File: src/rtl/fde_pkg.sv
package fde_pkg;
  typedef enum logic [2:0] {
    FK_NONE     = 3'd0,
    FK_DEAD     = 3'd1,
    FK_ORPHAN   = 3'd2,
    FK_DOUBLE   = 3'd3,
    FK_ALIAS    = 3'd4,
    FK_STUCKOPN = 3'd5
  } fault_kind_t;

  typedef enum logic [1:0] {
    MG_AND  = 2'b00,
    MG_OR   = 2'b01,
    MG_RND0 = 2'b10,
    MG_RND1 = 2'b11
  } merge_t;

  localparam int KIND_W = 3;
endpackage

File: src/rtl/fde_decoder.sv
module fde_decoder
  import fde_pkg::*;
#(
  parameter int ADDR_W = 4,
  parameter int N_ENT  = 4,
  localparam int DEPTH = 1 << ADDR_W
) (
  input  logic                      clk,
  input  logic                      rst_n,
  input  logic                      acc,
  input  logic [ADDR_W-1:0]         addr,
  input  logic [N_ENT*KIND_W-1:0]   cfg_kind,
  input  logic [N_ENT*ADDR_W-1:0]   cfg_addr_a,
  input  logic [N_ENT*ADDR_W-1:0]   cfg_addr_b,
  output logic [DEPTH-1:0]          sel
);
  logic [ADDR_W-1:0] prev_q, prev_d;
  logic              prev_v_q, prev_v_d;
  logic [DEPTH-1:0]  mapped, mask;
  logic              hit;
  logic              tbl_empty;

  always_comb begin
    mapped    = '0;
    mapped[addr] = 1'b1;
    mask      = '0;
    hit       = 1'b0;
    tbl_empty = 1'b1;
    for (int i = 0; i < N_ENT; i++) begin
      fault_kind_t       k;
      logic [ADDR_W-1:0] fa, fb;
      k  = fault_kind_t'(cfg_kind[i*KIND_W +: KIND_W]);
      fa = cfg_addr_a[i*ADDR_W +: ADDR_W];
      fb = cfg_addr_b[i*ADDR_W +: ADDR_W];
      if (k != FK_NONE) tbl_empty = 1'b0;
      if (k == FK_ORPHAN) mask[fa] = 1'b1;
      if (!hit && (k == FK_DEAD || k == FK_DOUBLE || k == FK_ALIAS || k == FK_STUCKOPN)
          && fa == addr) begin
        hit    = 1'b1;
        mapped = '0;
        case (k)
          FK_DEAD:   mapped = '0;
          FK_DOUBLE: begin mapped[fa] = 1'b1; mapped[fb] = 1'b1; end
          FK_ALIAS:  mapped[fb] = 1'b1;
          default: begin
            if (prev_v_q && prev_q == fb) mapped[fb] = 1'b1;
            else                          mapped[fa] = 1'b1;
          end
        endcase
      end
    end
    sel = mapped & ~mask;
  end

  always_comb begin
    prev_d   = prev_q;
    prev_v_d = prev_v_q;
    if (acc) begin
      prev_d   = addr;
      prev_v_d = 1'b1;
    end
  end

  always_ff @(posedge clk or negedge rst_n) begin
    if (!rst_n) begin
      prev_q   <= '0;
      prev_v_q <= 1'b0;
    end else begin
      prev_q   <= prev_d;
      prev_v_q <= prev_v_d;
    end
  end

  p_onehot_when_clean_r2: assert property (@(posedge clk) disable iff (!rst_n)
    tbl_empty |-> $onehot(sel));
  p_at_most_two_cells_r5: assert property (@(posedge clk) disable iff (!rst_n)
    $countones(sel) <= 2);
endmodule

File: src/rtl/fde_cell_array.sv
module fde_cell_array #(
  parameter int ADDR_W = 4,
  parameter int DATA_W = 4,
  localparam int DEPTH = 1 << ADDR_W
) (
  input  logic                    clk,
  input  logic                    rst_n,
  input  logic                    we,
  input  logic [DEPTH-1:0]        sel,
  input  logic [DATA_W-1:0]       wr_data,
  output logic [DEPTH*DATA_W-1:0] cells
);
  for (genvar g = 0; g < DEPTH; g++) begin : g_cell
    logic [DATA_W-1:0] mem_q;
    logic              wr_en;
    assign wr_en = we & sel[g];
    always_ff @(posedge clk) begin
      if (wr_en) mem_q <= wr_data;
    end
    assign cells[g*DATA_W +: DATA_W] = mem_q;

    p_write_lands_r5: assert property (@(posedge clk) disable iff (!rst_n)
      (we && sel[g]) |=> cells[g*DATA_W +: DATA_W] == $past(wr_data));
    p_unselected_kept_r3: assert property (@(posedge clk) disable iff (!rst_n)
      !(we && sel[g]) |=> $stable(cells[g*DATA_W +: DATA_W]));
  end
endmodule

File: src/rtl/fde_read_merge.sv
module fde_read_merge
  import fde_pkg::*;
#(
  parameter int ADDR_W = 4,
  parameter int DATA_W = 4,
  parameter logic [DATA_W-1:0] FLOAT_VALUE = '1,
  localparam int DEPTH = 1 << ADDR_W,
  localparam int LFSR_W = 16
) (
  input  logic                    clk,
  input  logic                    rst_n,
  input  logic                    re,
  input  logic [1:0]              merge_mode,
  input  logic [DEPTH-1:0]        sel,
  input  logic [DEPTH*DATA_W-1:0] cells,
  output logic [DATA_W-1:0]       rd_data
);
  logic [DATA_W-1:0] and_v, or_v, merged, rd_d, rd_q;
  logic [LFSR_W-1:0] lfsr_q, lfsr_d;
  logic [LFSR_W*((DATA_W+LFSR_W-1)/LFSR_W)-1:0] rnd_ext;

  assign rnd_ext = {((DATA_W+LFSR_W-1)/LFSR_W){lfsr_q}};

  always_comb begin
    and_v = '1;
    or_v  = '0;
    for (int i = 0; i < DEPTH; i++) begin
      if (sel[i]) begin
        and_v = and_v & cells[i*DATA_W +: DATA_W];
        or_v  = or_v  | cells[i*DATA_W +: DATA_W];
      end
    end
    if (sel == '0)        merged = FLOAT_VALUE;
    else if (and_v == or_v) merged = and_v;
    else begin
      case (merge_t'(merge_mode))
        MG_AND:  merged = and_v;
        MG_OR:   merged = or_v;
        default: merged = rnd_ext[DATA_W-1:0];
      endcase
    end
  end

  always_comb begin
    rd_d   = rd_q;
    lfsr_d = lfsr_q;
    if (re) begin
      rd_d   = merged;
      lfsr_d = {lfsr_q[LFSR_W-2:0], lfsr_q[15] ^ lfsr_q[13] ^ lfsr_q[12] ^ lfsr_q[10]};
    end
  end

  always_ff @(posedge clk or negedge rst_n) begin
    if (!rst_n) begin
      rd_q   <= '0;
      lfsr_q <= 16'hACE1;
    end else begin
      rd_q   <= rd_d;
      lfsr_q <= lfsr_d;
    end
  end

  assign rd_data = rd_q;

  p_float_on_empty_sel_r3: assert property (@(posedge clk) disable iff (!rst_n)
    (re && sel == '0) |=> rd_data == FLOAT_VALUE);
  p_hold_without_read_r11: assert property (@(posedge clk) disable iff (!rst_n)
    !re |=> $stable(rd_data));
  p_lfsr_alive_r8: assert property (@(posedge clk) disable iff (!rst_n)
    lfsr_q != '0);
endmodule

File: src/rtl/addr_fault_ram.sv
module addr_fault_ram
  import fde_pkg::*;
#(
  parameter int ADDR_W = 4,
  parameter int DATA_W = 4,
  parameter int N_ENT  = 4,
  parameter logic [DATA_W-1:0] FLOAT_VALUE = '1
) (
  input  logic                      clk,
  input  logic                      rst_n,
  input  logic                      we,
  input  logic                      re,
  input  logic [ADDR_W-1:0]         addr,
  input  logic [DATA_W-1:0]         wr_data,
  output logic [DATA_W-1:0]         rd_data,
  input  logic [1:0]                merge_mode,
  input  logic [N_ENT*3-1:0]        cfg_kind,
  input  logic [N_ENT*ADDR_W-1:0]   cfg_addr_a,
  input  logic [N_ENT*ADDR_W-1:0]   cfg_addr_b
);
  localparam int DEPTH = 1 << ADDR_W;

  logic [1:0]              rst_sync_q;
  logic                    rst_int_n;
  logic [DEPTH-1:0]        sel;
  logic [DEPTH*DATA_W-1:0] cells;

  always_ff @(posedge clk or negedge rst_n) begin
    if (!rst_n) rst_sync_q <= 2'b00;
    else        rst_sync_q <= {rst_sync_q[0], 1'b1};
  end
  assign rst_int_n = rst_sync_q[1];

  fde_decoder #(.ADDR_W(ADDR_W), .N_ENT(N_ENT)) u_dec (
    .clk(clk), .rst_n(rst_int_n), .acc(we | re), .addr(addr),
    .cfg_kind(cfg_kind), .cfg_addr_a(cfg_addr_a), .cfg_addr_b(cfg_addr_b),
    .sel(sel)
  );

  fde_cell_array #(.ADDR_W(ADDR_W), .DATA_W(DATA_W)) u_arr (
    .clk(clk), .rst_n(rst_int_n), .we(we), .sel(sel),
    .wr_data(wr_data), .cells(cells)
  );

  fde_read_merge #(.ADDR_W(ADDR_W), .DATA_W(DATA_W), .FLOAT_VALUE(FLOAT_VALUE)) u_rd (
    .clk(clk), .rst_n(rst_int_n), .re(re), .merge_mode(merge_mode),
    .sel(sel), .cells(cells), .rd_data(rd_data)
  );

  p_reset_zero_r1: assert property (@(posedge clk)
    !rst_int_n |=> (rd_data == '0) || !rst_int_n);
endmodule

File: config.mk
export PLATFORM = sky130hd
export DESIGN_NAME = addr_fault_ram
export DESIGN_NICKNAME = d
export VERILOG_FILES = /design/src/rtl/fde_pkg.sv /design/src/rtl/fde_decoder.sv /design/src/rtl/fde_cell_array.sv /design/src/rtl/fde_read_merge.sv /design/src/rtl/addr_fault_ram.sv
export SDC_FILE = /design/constraint.sdc
export NUM_CORES = 1
export LEC_CHECK = 0
export BUFFER_PORTS_ARGS = -buffer_cell sky130_fd_sc_hd__buf_2
export CAP_MARGIN = 20
export CORE_ASPECT_RATIO = 1.75
export CORE_MARGIN = 10
export CORE_UTILIZATION = 35
export DETAILED_ROUTE_END_ITERATION = 10
export SLEW_MARGIN = 5
export SYNTH_ARGS = -nofsm -noshare
export SYNTH_HDL_FRONTEND = slang
export SYNTH_HIERARCHICAL = 1
export SYNTH_SLANG_ARGS = --single-unit
File: constraint.sdc
create_clock -name clk -period 1 [get_ports clk]
set_input_delay 0.3 -clock clk [delete_from_list [all_inputs] [get_ports clk]]
set_output_delay 0.3 -clock clk [all_outputs]
set_load 0.01 [all_outputs]
## After elaboration in Yosys (flattened, before gate mapping)

Index checks and enable logic that the tools add are counted.
Widths: inputs -> output; s select.

| operators by class | value |
|---|---|
| magnitude comparators | 18 |
| eq/ne operators | 30 |
| muxes and demuxes | 72 |
| bitwise logic cells | 59 |
| reductions and logical operators | 37 |

Operators by type and width:

| operator | count |
|---|---|
| $mux 16 | 12 |
| $pmux 16 s3 | 4 |
| $mux 4 | 34 |
| $or 16x16->16 | 7 |
| $and 4x4->4 | 15 |
| $or 4x4->4 | 15 |
| $lt 4x5->1 const B | 9 |
| $demux 1 s4 | 9 |
| $eq 4x4->1 | 9 |
| $ge 4x1->1 const B | 9 |
| $eq 3x2->1 const B | 8 |
| $eq 3x3->1 const B | 8 |
| $logic_and 1x1->1 | 20 |
| $and 1x1->1 | 16 |
| $and 16x16->16 | 1 |
| $logic_not 16->1 | 1 |
| $not 16->16 | 1 |
| $eq 3x1->1 const B | 4 |
| $logic_or 1x1->1 | 12 |
| $mux 1 | 12 |
| $pmux 4 s2 | 1 |
| $logic_not 1->1 | 3 |
| $xor 1x1->1 | 3 |
| $eq 2x1->1 const B | 1 |
| other kinds (2) | 2 |

| word-level totals | value |
|---|---|
| bits in registers | 91 |
| input bits | 58 |
| output and inout port bits | 4 |
| word-level logic and storage cells | 237 |

## Longest topological paths before layout

Gate-level depths: netlist of run 1.

| logic depth | value |
|---|---|
| word-level depth | 53 |
| depth in mapped cells | 16 |
| mapped depth without buffers | 13 |

## By module

The synthesis of run 1 kept the hierarchy.

Modules (own cells, without submodules):

| module | instances | cells an instance | area an instance (µm²) | sequential area each (µm²) |
|---|---|---|---|---|
| fde_decoder | 1 | 576 | 3880.0 | 125.1 |
| fde_cell_array | 1 | 81 | 2048.2 | 1921.8 |
| fde_read_merge | 1 | 187 | 1776.7 | 510.5 |
| addr_fault_ram | 1 | 4 | 60.1 | 50.0 |

## Worst setup path after synthesis of run 1

OpenSTA, ideal clock, no wires.

| path | value |
|---|---|
| kind | input-to-reg |
| from | input port cfg_addr_b[3] |
| to | register u_rd.rd_q[1], in the netlist u_rd/rd_data[1] |
| setup time | 0.126 ns |
| arrival time | 3.581 ns |
| required time | 0.874 ns |
| setup slack | -2.707 ns |
| stages on the path | 14 |
| buffers on the path | 1 |
| cells stage by stage | clkbuf_1 -> xnor2_1 -> nand3_1 -> o211ai_1 -> nor2_1 -> o311a_1 -> a2111oi_2 -> a22o_1 -> a221oi_1 -> and4_1 -> xnor2_1 -> nor4_4 -> nor2_1 -> o32a_1 |

| on the way | value |
|---|---|
| elaborated cells between the ends (all ways) | 82 |
| those cells by class | 2 x order compare; 2 x eq/ne; 43 x mux; 32 x bitwise; 3 x reduce/logical |

RTL lines:

| element | line | text |
|---|---|---|
| start, declared | addr_fault_ram.sv:19 | `input logic [N_ENT*ADDR_W-1:0] cfg_addr_b` |
| $lt 4x5->1 (implied by the code) / $ge 4x1->1 (equally long branches) | fde_decoder.sv:43, fde_decoder.sv:44, fde_decoder.sv:46 |  |
| $logic_and 1x1->1 (implied by the code) | fde_decoder.sv:43, fde_decoder.sv:44, fde_decoder.sv:46 |  |
| $mux 1 (implied by the code) | fde_decoder.sv:43, fde_decoder.sv:44, fde_decoder.sv:46 |  |
| $demux 1 s4 | - |  |
| $mux 16 / $or 16x16->16 (equally long branches) | - |  |
| $pmux 16 s3 (*) | fde_decoder.sv:41 | `case (k)` |
| $mux 16 (*) (4 in series) | fde_decoder.sv:37 | `if (!hit && (k == FK_DEAD \|\| k == FK_DOUBLE \|\| k == FK_ALIAS \|\| k == FK_STUCKOPN)` |
| $and 16x16->16 (*) | fde_decoder.sv:52 | `sel = mapped & ~mask;` |
| via sel[7] | addr_fault_ram.sv:25 | `logic [DEPTH-1:0] sel;` |
| [12 not listed] | - |  |
| $mux 4 | fde_read_merge.sv:28 | `if (sel[i]) begin` |
| $and 4x4->4 / $or 4x4->4 (equally long branches) | fde_read_merge.sv:29, fde_read_merge.sv:30 |  |
| $mux 4 | fde_read_merge.sv:28 |  |
| $and 4x4->4 / $or 4x4->4 (equally long branches) | fde_read_merge.sv:29, fde_read_merge.sv:30 |  |
| $mux 4 | fde_read_merge.sv:28 |  |
| $eq 4x4->1 / $pmux 4 s2 (equally long branches) | fde_read_merge.sv:34, fde_read_merge.sv:36 |  |
| $mux 4 | fde_read_merge.sv:34 | `else if (and_v == or_v) merged = and_v;` |
| $mux 4 (*) | fde_read_merge.sv:33 | `if (sel == '0) merged = FLOAT_VALUE;` |
| end signal, assigned | fde_read_merge.sv:58 | `rd_q <= rd_d;` |
| end, declared | fde_read_merge.sv:18 | `logic [DATA_W-1:0] and_v, or_v, merged, rd_d, rd_q;` |

The timed path passes the listed nets; every way through them passes the cells marked *.
A chain may end at the register's enable or synchronous reset.

## Worst setup path in the final report of run 1

| path | value |
|---|---|
| from | input port cfg_kind[11] |
| to | register u_rd.rd_q[1], in the netlist u_rd/rd_data[1] |

| on the way | value |
|---|---|
| elaborated cells between the ends (all ways) | 82 |
| those cells by class | 6 x eq/ne; 38 x mux; 32 x bitwise; 6 x reduce/logical |

RTL lines:

| element | line | text |
|---|---|---|
| start, declared | addr_fault_ram.sv:17 | `input logic [N_ENT*3-1:0] cfg_kind,` |
| $eq 3x1->1 / $eq 3x2->1 (equally long branches) | fde_decoder.sv:37, fde_decoder.sv:41 |  |
| $logic_or 1x1->1 (3 in series) | fde_decoder.sv:37 |  |
| $logic_and 1x1->1 | fde_decoder.sv:37 |  |
| $logic_and 1x1->1 | fde_decoder.sv:38 | `&& fa == addr) begin` |
| $mux 16 | fde_decoder.sv:37 |  |
| $and 16x16->16 (*) | fde_decoder.sv:52 |  |
| via sel[11] | addr_fault_ram.sv:25 |  |
| $mux 4 | fde_read_merge.sv:28 |  |
| [3 not listed] | - |  |
| $mux 4 | fde_read_merge.sv:28 |  |
| $and 4x4->4 / $or 4x4->4 (equally long branches) | fde_read_merge.sv:29, fde_read_merge.sv:30 |  |
| $mux 4 | fde_read_merge.sv:28 |  |
| $and 4x4->4 / $or 4x4->4 (equally long branches) | fde_read_merge.sv:29, fde_read_merge.sv:30 |  |
| $mux 4 | fde_read_merge.sv:28 |  |
| $eq 4x4->1 / $pmux 4 s2 (equally long branches) | fde_read_merge.sv:34, fde_read_merge.sv:36 |  |
| $mux 4 | fde_read_merge.sv:34 |  |
| $mux 4 (*) | fde_read_merge.sv:33 |  |

Marked as above.

==> reports/summary.txt, run 1 <==
outcome: complete, but fails checks
failing checks: setup timing
Post-synth ARST share: 0.297
endpoints failing setup: 72
largest net degree at the start of global routing: 26
slowest cell delay on critical path: 0.56 ns
fmax: 246 MHz
DRC viols: 0
clk_lat worst skew: 0.36 ns
layout cells sized above 1: 0.466
period utilization: 4.07
H-tree Lvls: 3
Synth Area in Simple Gates: 0.251
Hold Vio Cnt, Final: 0
Die Wd: 133 um
area of the core: 22,000 sq um
largest family of logic cells by synthesized area: compound AO/OA/AOI/OAI gates
Final ANT Viol Nets: 0
CP max stage cell: o211ai_1
WS Path Type: in -> reg
initial core utilization: 0.353
GRT overflow: 0
critical path endpoint category: flip-flop
Slew Limit Fails: 0
vias per std cell: 5.88
data required time at the worst endpoint: 1.24 ns
RSZ-0062 raised after global routing: yes
Worst VDD drop: 1.40 mV
first drt pass iteration count: 6
vias in the first global route: 9,091
Design Area, Final: 11,900 sq um
final WL: 36,700 um
top-count cell post-synth: nor2_1
first-pass GRT wire length: 53,700 um
min cycle time layout: 4.07 ns
ys flop type: edfxtp_1
post-synthesis sequential area ratio: 0.336
synth warn: 6
fin cells: 1,493
GRT Util Overall: 0.246
share of the synthesized area in the top cell type: 0.248
mux contribution to synthesized area: 0.0498
n_diodes: 0
cell taking the most area after synthesis: edfxtp_1
Min-Delay Path Class: reg -> async
I/O pins: 62
Max-cap violations: 0
DP Area: 10,600 sq um
Area contributors post-synth: edfxtp_1, dfrtp_1, nand2b_1
number of synthesized flops with an enable pin: 64
adder-cell share of the synthesized area: 0
XOR/XNOR share of the synthesized area: 0.0440
antenna violations before repair: 0
setup ws final: -3.07 ns
dpl cells: 1,434
Mean Syn Cell Area: 9.16 sq um
Post-Route Setup TNS: -125.22 ns
Syn-to-layout area delta: 53.6%
fin util: 0.543
Max Root-Sink Buffers: 2
CTS root buf: clkbuf_16
crit start category: primary input
Slew headroom: 0.403
CP most frequent cell: buf_4
row cnt: 72
port bufs: 61
Post-DP HPWL: 29,200 um
final hold slack: 0.220 ns
Commonest cells post-synth: nor2_1, edfxtp_1, nand2b_1
Synth cell types: 80
CTS clock-pin slew for the worst setup and hold paths: 0.07 ns
vias: 8,779
crit-path max FO: 14
Synth Net Count: 906
die height: 217 um
RePlAce Congestion: 1.04
Power Dens Cells: 1270 nW/um^2
DR WL/cell: 24.6 um
Initial DRC Count: 641
Die ar.: 28,800 sq um
synthesized area: 7760 sq um
fin nets: 1,250
post-synthesis compound-gate area fraction: 0.280
Syn Inst Count: 848
Tightest Pin Transition: 0.889 ns
worst setup skew after layout: 0.0149 ns
Seq cells post-synth: 91
Lkg Pwr: 4.62 nW
# clock sinks: 91
CTS buffer count: 9
WP data arrival: 4.31 ns
CTS tree: done
critical-path cell list: buf_2, buf_4, o211ai_1, nor4_4, buf_4, o31ai_1, o311ai_2, buf_4, o211a_4, buf_4, buf_4, nand2b_1, o2111ai_2, nor4_2, xnor2_2, nor4_4, buf_4, o21a_1, o32a_1
## layer usage
layer / GRT usage / vias to the layer above / wire [um]
met5: 0 / - / 0
met4: 0.213 / 0 / 3730
met3: 0.0281 / 167 / 1190
met2: 0.471 / 360 / 19900
met1: 0.222 / 4243 / 11900
li1: - / 4009 / -
## logic make-up (layout without fill, tap and decap cells)
group                  count (synthesis)  after routing
AND/OR/NAND/NOR                      347            347
AO/OA/AOI/OAI                        269            269
flip-flops                            91             91
buffers and inverters                 65            414
XOR/XNOR                              39             39
multiplexers                          36             36
other                                  1              1
## power by group
group	leakage [nW]	internal [mW]	switching [mW]
Clock	0.163	2.19	1.54
Sequential	0.879	4.78	0.399
Combinational	3.58	3.26	3.03
## path summary, 6_finish.rpt
kind	cells past startpoint	slack [ns]	startpoint	end
min	1	0.22	rst_sync_q[1]$_DFF_PN0_	u_rd/lfsr_q[12]$_DFFE_PN0P_
min reg2reg	1	0.22	rst_sync_q[1]$_DFF_PN0_	u_rd/lfsr_q[12]$_DFFE_PN0P_
max reg2reg	20	-3.03	u_dec/prev_q[2]$_DFFE_PN0P_	u_rd/rd_data[1]$_DFFE_PN0P_
max	19	-3.07	cfg_kind[11]	u_rd/rd_data[1]$_DFFE_PN0P_
min in group clk	1	0.36	wr_data[0]	u_arr/g_cell[3].mem_q[0]$_DFFE_PP_
max in group asynchronous	1	0.55	rst_sync_q[1]$_DFF_PN0_	u_rd/lfsr_q[10]$_DFFE_PN1P_
## final cells by class
class / count / area, sq um
Fill cell: 2035 / 10100
Multi-Input combinational cell: 692 / 5530
Timing Repair Buffer: 387 / 3050
Sequential cell: 91 / 2610
Tap cell: 296 / 370
Clock buffer: 11 / 264
Clock inverter: 5 / 62.6
Inverter: 11 / 41.3
## registers in the layout, indices dropped and copies added (netlist names)
name and count:
rst_sync_q 2, u_arr/g_cell.mem_q 64, u_dec/prev_q 4, u_dec/prev_v_q 1
u_rd/lfsr_q 16, u_rd/rd_data 4
## stage by stage
| step | setup slack (ns) | total power, mW |
|---|---|---|
| after global routing | -3.17 | 15.8 |
| after CTS | -2.93 | 14.7 |
| after global placement | -3.45 | 10.4 |
| after floorplan | -2.43 | 7.92 |
| final | -3.07 | 15.2 |
| after detailed placement | -3.48 | 10.5 |
## worst max-delay path, delay by kind of cell
kind | cells | cell delay, ns
compound gates | 7 | 2.08
buf+inv | 7 | 1.08
simple gates | 4 | 0.65
xor+xnor | 1 | 0.19
## cells in the final DEF (no fill, tap or decap), drive strengths merged, types with 14 or more instances in the layout
cell,netlist,routed
o2111ai,21,21
o21ai,15,15
a21oi,20,20
a32oi,20,20
buf,26,386
mux2,21,21
a22o,15,15
xnor2,24,24
nor2,74,74
inv,10,15
xor2,15,15
a221o,14,14
nand3,23,23
nor2b,21,21
o211ai,20,20
and2,27,27
o211a,16,16
edfxtp,64,64
nor3,29,29
a22oi,35,35
nand2,47,47
mux2i,15,15
nand2b,62,62
o31ai,21,21
dfrtp,19,19
## repair_timing
| action | CTS | global route |
|---|---|---|
| hold buffers | 1 | 0 |
| endpoints found under the setup margin | 73 | 73 |
| setup buffers | 33 | 19 |
| pin swaps | 31 | 37 |
| endpoints found under the hold margin | 2 | 0 |
| resized for setup | 90 | 46 |
(Power assumes the default switching activity.)
==> inputs of run 2 (changes only) <==
Settings changed: ABC_AREA set to 1, CORE_UTILIZATION 35 to 50, HOLD_SLACK_MARGIN set to 0.05, PLACE_DENSITY set to 0.68.
==> run 2 against run 1 <==
The run still ends with setup timing left. Total power decreased by 8.8%. Synthesized cell count increased by 75%. Clock power decreased by 10%. First-iteration DRC count increased by 38%. Largest power group unchanged.
==> reports/summary.txt, run 2 <==
Post-DP HPWL: 31,500 um (was 29,200 um)
post-synthesis sequential area ratio: 0.285 (was 0.336)
Syn Inst Count: 1,486 (was 848)
dpl cells: 1,992 (was 1,434)
period utilization: 3.31 (was 4.07)
Min-Delay Path Class: reg -> async (unchanged)
commonest non-fill, non-tap cell in the layout: nand2_1 (was buf_4)
Max Root-Sink Buffers: 2 (unchanged)
CTS tree: done (unchanged)
number of synthesized flops with an enable pin: 64 (unchanged)
Seq cells post-synth: 91 (unchanged)
WP data arrival: 3.61 ns (was 4.31 ns)
worst setup skew after layout: 0.0113 ns (was 0.0149 ns)
data required time at the worst endpoint: 1.29 ns (was 1.24 ns)
I/O pins: 62 (unchanged)
port bufs: 61 (unchanged)
Commonest cells post-synth: nand2_1, nor2_1, inv_1 (was nor2_1, edfxtp_1, nand2b_1)
Top Registers: u_arr/g_cell.mem_q x64, u_rd/lfsr_q x16 (unchanged)
n_diodes: 0 (unchanged)
CTS buffer count: 9 (unchanged)
failing checks: setup timing (unchanged)
setup ws final: -2.31 ns (was -3.07 ns)
worst r2r src: u_dec/prev_q[2]$_DFFE_PN0P_ (unchanged)
WS Path Type: reg -> reg (was in -> reg)
crit start category: flip-flop (was primary input)
Largest Register: u_arr/g_cell.mem_q (unchanged)
reg-to-reg endpoint: u_rd/rd_data[2]$_DFFE_PN0P_ (was u_rd/rd_data[1]$_DFFE_PN0P_)
setup slack, reg-to-reg: -2.31 ns (was -3.03 ns)
CP max stage cell: dfrtp_2 (was o211ai_1)
Worst VDD drop: 1.03 mV (was 1.40 mV)
die height: 199 um (was 217 um)
DRC viols: 0 (unchanged)
Mean Syn Cell Area: 6.17 sq um (was 9.16 sq um)
met2 wire length: 21,100 um (was 19,900 um)
first-pass GRT wire length: 60,400 um (was 53,700 um)
vias: 11,200 (was 8,779)
Setup Slack @ Placement: -2.36 ns (was -3.48 ns)
initial core utilization: 0.508 (was 0.353)
CTS clock-pin slew for the worst setup and hold paths: 0.07 ns (about the same)
antenna violations before repair: 0 (unchanged)
Synth cell types: 50 (was 80)
Slew headroom: 0.507 (was 0.403)
critical-path cell list: inv_4, buf_6, buf_4, nand2_4, a21oi_4, nand3_4, buf_4, nand2_1, nand3_2, a21oi_4, nand2_2, a21oi_2, nand2_1, nand4_1, nor2_1, nand2_1, nand2_2, nand3_2, inv_2, nand2_2, nand2_1, nand3_1, nand2_1, nand2_1 (was buf_2, buf_4, o211ai_1, nor4_4, buf_4, o31ai_1, o311ai_2, buf_4, o211a_4, buf_4, buf_4, nand2b_1, o2111ai_2, nor4_2, xnor2_2, nor4_4, buf_4, o21a_1, o32a_1)
Synth Net Count: 1,544 (was 906)
Max Used Layer: met4 (unchanged)
GRT Util Overall: 0.329 (was 0.246)
Critical Path Stages: 24 (was 19)
final hold slack: 0.239 ns (was 0.220 ns)
fill count: 1,589 (was 2,035)
Hold Vio Cnt, Final: 0 (unchanged)
synth warn: 6 (unchanged)
layout cells sized above 1: 0.344 (was 0.466)
final WL: 40,300 um (was 36,700 um)
crit-path max FO: 6 (was 14)
met3 routed WL: 2160 um (was 1190 um)
H-tree Lvls: 3 (unchanged)
critical path's top delay family: simple AND/OR/NAND/NOR gates (was compound AO/OA/AOI/OAI gates)
GRT overflow: 0 (unchanged)
CTS root buf: clkbuf_16 (unchanged)
largest net degree at the start of global routing: 29 (was 26)
synthesized area: 9160 sq um (was 7760 sq um)
Syn-to-layout area delta: 41.9% (was 53.6%)
RSZ-0062 raised after global routing: yes (unchanged)
# clock sinks: 91 (unchanged)
Lkg Pwr: 6.48 nW (was 4.62 nW)
vias per std cell: 5.48 (was 5.88)
Die Wd: 122 um (was 133 um)
CP most frequent cell: nand2_1 (was buf_4)
ys flop type: edfxtp_1 (unchanged)
area of the core: 18,100 sq um (was 22,000 sq um)
Power Dens Cells: 1060 nW/um^2 (was 1270 nW/um^2)
number of flip-flops in the largest register: 64 (unchanged)
CP Launch Point: u_dec/prev_q[2]$_DFFE_PN0P_ (was cfg_kind[11])
endpoints failing setup: 72 (unchanged)
min cycle time layout: 3.31 ns (was 4.07 ns)
critical path capture point: u_rd/rd_data[2]$_DFFE_PN0P_ (was u_rd/rd_data[1]$_DFFE_PN0P_)
share of the synthesized area in the top cell type: 0.212 (was 0.248)
fmax: 302 MHz (was 246 MHz)
fin cells: 2,050 (was 1,493)
fin nets: 1,869 (was 1,250)
crit path buf inv count: 5 (was 7)
outcome: complete, but fails checks (unchanged)
wl on met1: 12,400 um (was 11,900 um)
first drt pass iteration count: 10 (was 6)
Final ANT Viol Nets: 0 (unchanged)
clk_lat worst skew: 0.35 ns (was 0.36 ns)
reg2reg path depth: 24 (was 20)
Area contributors post-synth: nand2_1, edfxtp_1, nor2_1 (was edfxtp_1, dfrtp_1, nand2b_1)
vias in the first global route: 11,200 (was 9,091)
cell taking the most area after synthesis: nand2_1 (was edfxtp_1)
slowest cell delay on critical path: 0.47 ns (was 0.56 ns)
top-count cell post-synth: nand2_1 (was nor2_1)
row cnt: 65 (was 72)
Die ar.: 24,400 sq um (was 28,800 sq um)
Post-synth ARST share: 0.297 (unchanged)
Tightest Pin Transition: 0.732 ns (was 0.889 ns)
RePlAce Congestion: 1.10 (was 1.04)
critical path endpoint category: flip-flop (unchanged)
Max-cap violations: 0 (unchanged)
commonest cells after routing, fill and taps aside: nand2_1, buf_4, nor2_1 (was buf_4, nor2_1, edfxtp_1)
Slew Limit Fails: 0 (unchanged)
DR WL/cell: 19.6 um (was 24.6 um)
Initial DRC Count: 885 (was 641)
-- run 2: cell types whose count changed in the layout (fill, tap and decap cells not counted), sizes merged, moves of 22 or more --
cell and change:
a21oi +39, a22oi -34, and2 -26, inv +207
nand2 +499, nand2b -62, nand3 +69, nand4 +30
nor2 +144, nor3 -22, o21ai +56
-- run 2: timing repair --
| item | 4_1_cts | 5_1_grt |
|---|---|---|
| setup endpoints to repair | 75 | 74 |
| pin swaps | 50 | 32 |
| cloned | 6 | 3 |
| buffers inserted | 24 | 12 |
| hold buffers | 1 | 0 |
| hold endpoints to repair | 2 | 0 |
| resized for setup | 156 | 58 |
-- run 2: per-stage QoR --
| step | utilization | power, mW | area (sq um) | setup TNS (ns) |
|---|---|---|---|---|
| 2_1_floorplan | - | 7.50 | 9260 | -66.26 |
| 3_3_place_gp | 0.639 | 9.55 | 11500 | -120.52 |
| 3_5_place_dp | 0.639 | 9.63 | 11500 | -121.63 |
| 4_1_cts | 0.701 | 13.5 | 12700 | -108.53 |
| 5_1_grt | 0.720 | 14.5 | 13000 | -118.06 |
| 6_report | 0.720 | 13.8 | 13000 | -110.84 |
-- run 2: final cells by class --
type / instances / area [sq um] / share of cell area
clock buffer: 12 / 268 / 0.0206
sequential: 91 / 2610 / 0.201
clock inverter: 4 / 28.8 / 0.00221
timing repair buffer: 368 / 3020 / 0.233
tap: 234 / 293 / 0.0225
inverter: 222 / 875 / 0.0673
multi-input combinational: 1119 / 5900 / 0.454
-- run 2: where the power goes --
group	leakage [nW]	total (mW)	switching [mW]	internal [mW]
registers	0.893	4.68	0.222	4.46
clock network	0.149	3.33	1.42	1.91
logic	5.43	5.83	3.34	2.49
total	6.48	13.8	4.98	8.86
-- run 2: cell families (layout without fill, tap and decap cells) --
group / after synthesis / in the layout / synth area share
AO/OA/AOI/OAI: 189 / 190 / 0.125
XOR/XNOR: 14 / 14 / 0.0150
buffers and inverters: 280 / 606 / 0.144
flip-flops: 91 / 91 / 0.285
other: 1 / 1 / 0.000409
AND/OR/NAND/NOR: 911 / 914 / 0.431
-- run 2: worst min-delay path by stage --
| stage | start | depth (start not counted) | slack, ns | end |
|---|---|---|---|---|
| after floorplan | rst_n | 0 | 0.004 | rst_sync_q[0]$_DFF_PN0_ |
| after global placement | rst_n | 1 | 0.09 | rst_sync_q[1]$_DFF_PN0_ |
| after detailed placement | rst_n | 1 | 0.09 | rst_sync_q[1]$_DFF_PN0_ |
| after CTS | rst_sync_q[1]$_DFF_PN0_ | 1 | 0.25 | u_rd/lfsr_q[9]$_DFFE_PN0P_ |
| after global routing | rst_sync_q[1]$_DFF_PN0_ | 1 | 0.27 | u_rd/lfsr_q[9]$_DFFE_PN0P_ |
| final | rst_sync_q[1]$_DFF_PN0_ | 1 | 0.24 | u_rd/lfsr_q[8]$_DFFE_PN0P_ |
-- run 2: routing by layer --
| layer | vias to the layer above | global-route usage |
|---|---|---|
| li1 | 5407 | - |
| met1 | 5102 | 0.294 |
| met2 | 522 | 0.615 |
| met3 | 202 | 0.0446 |
| met4 | 0 | 0.295 |
| met5 | - | 0 |
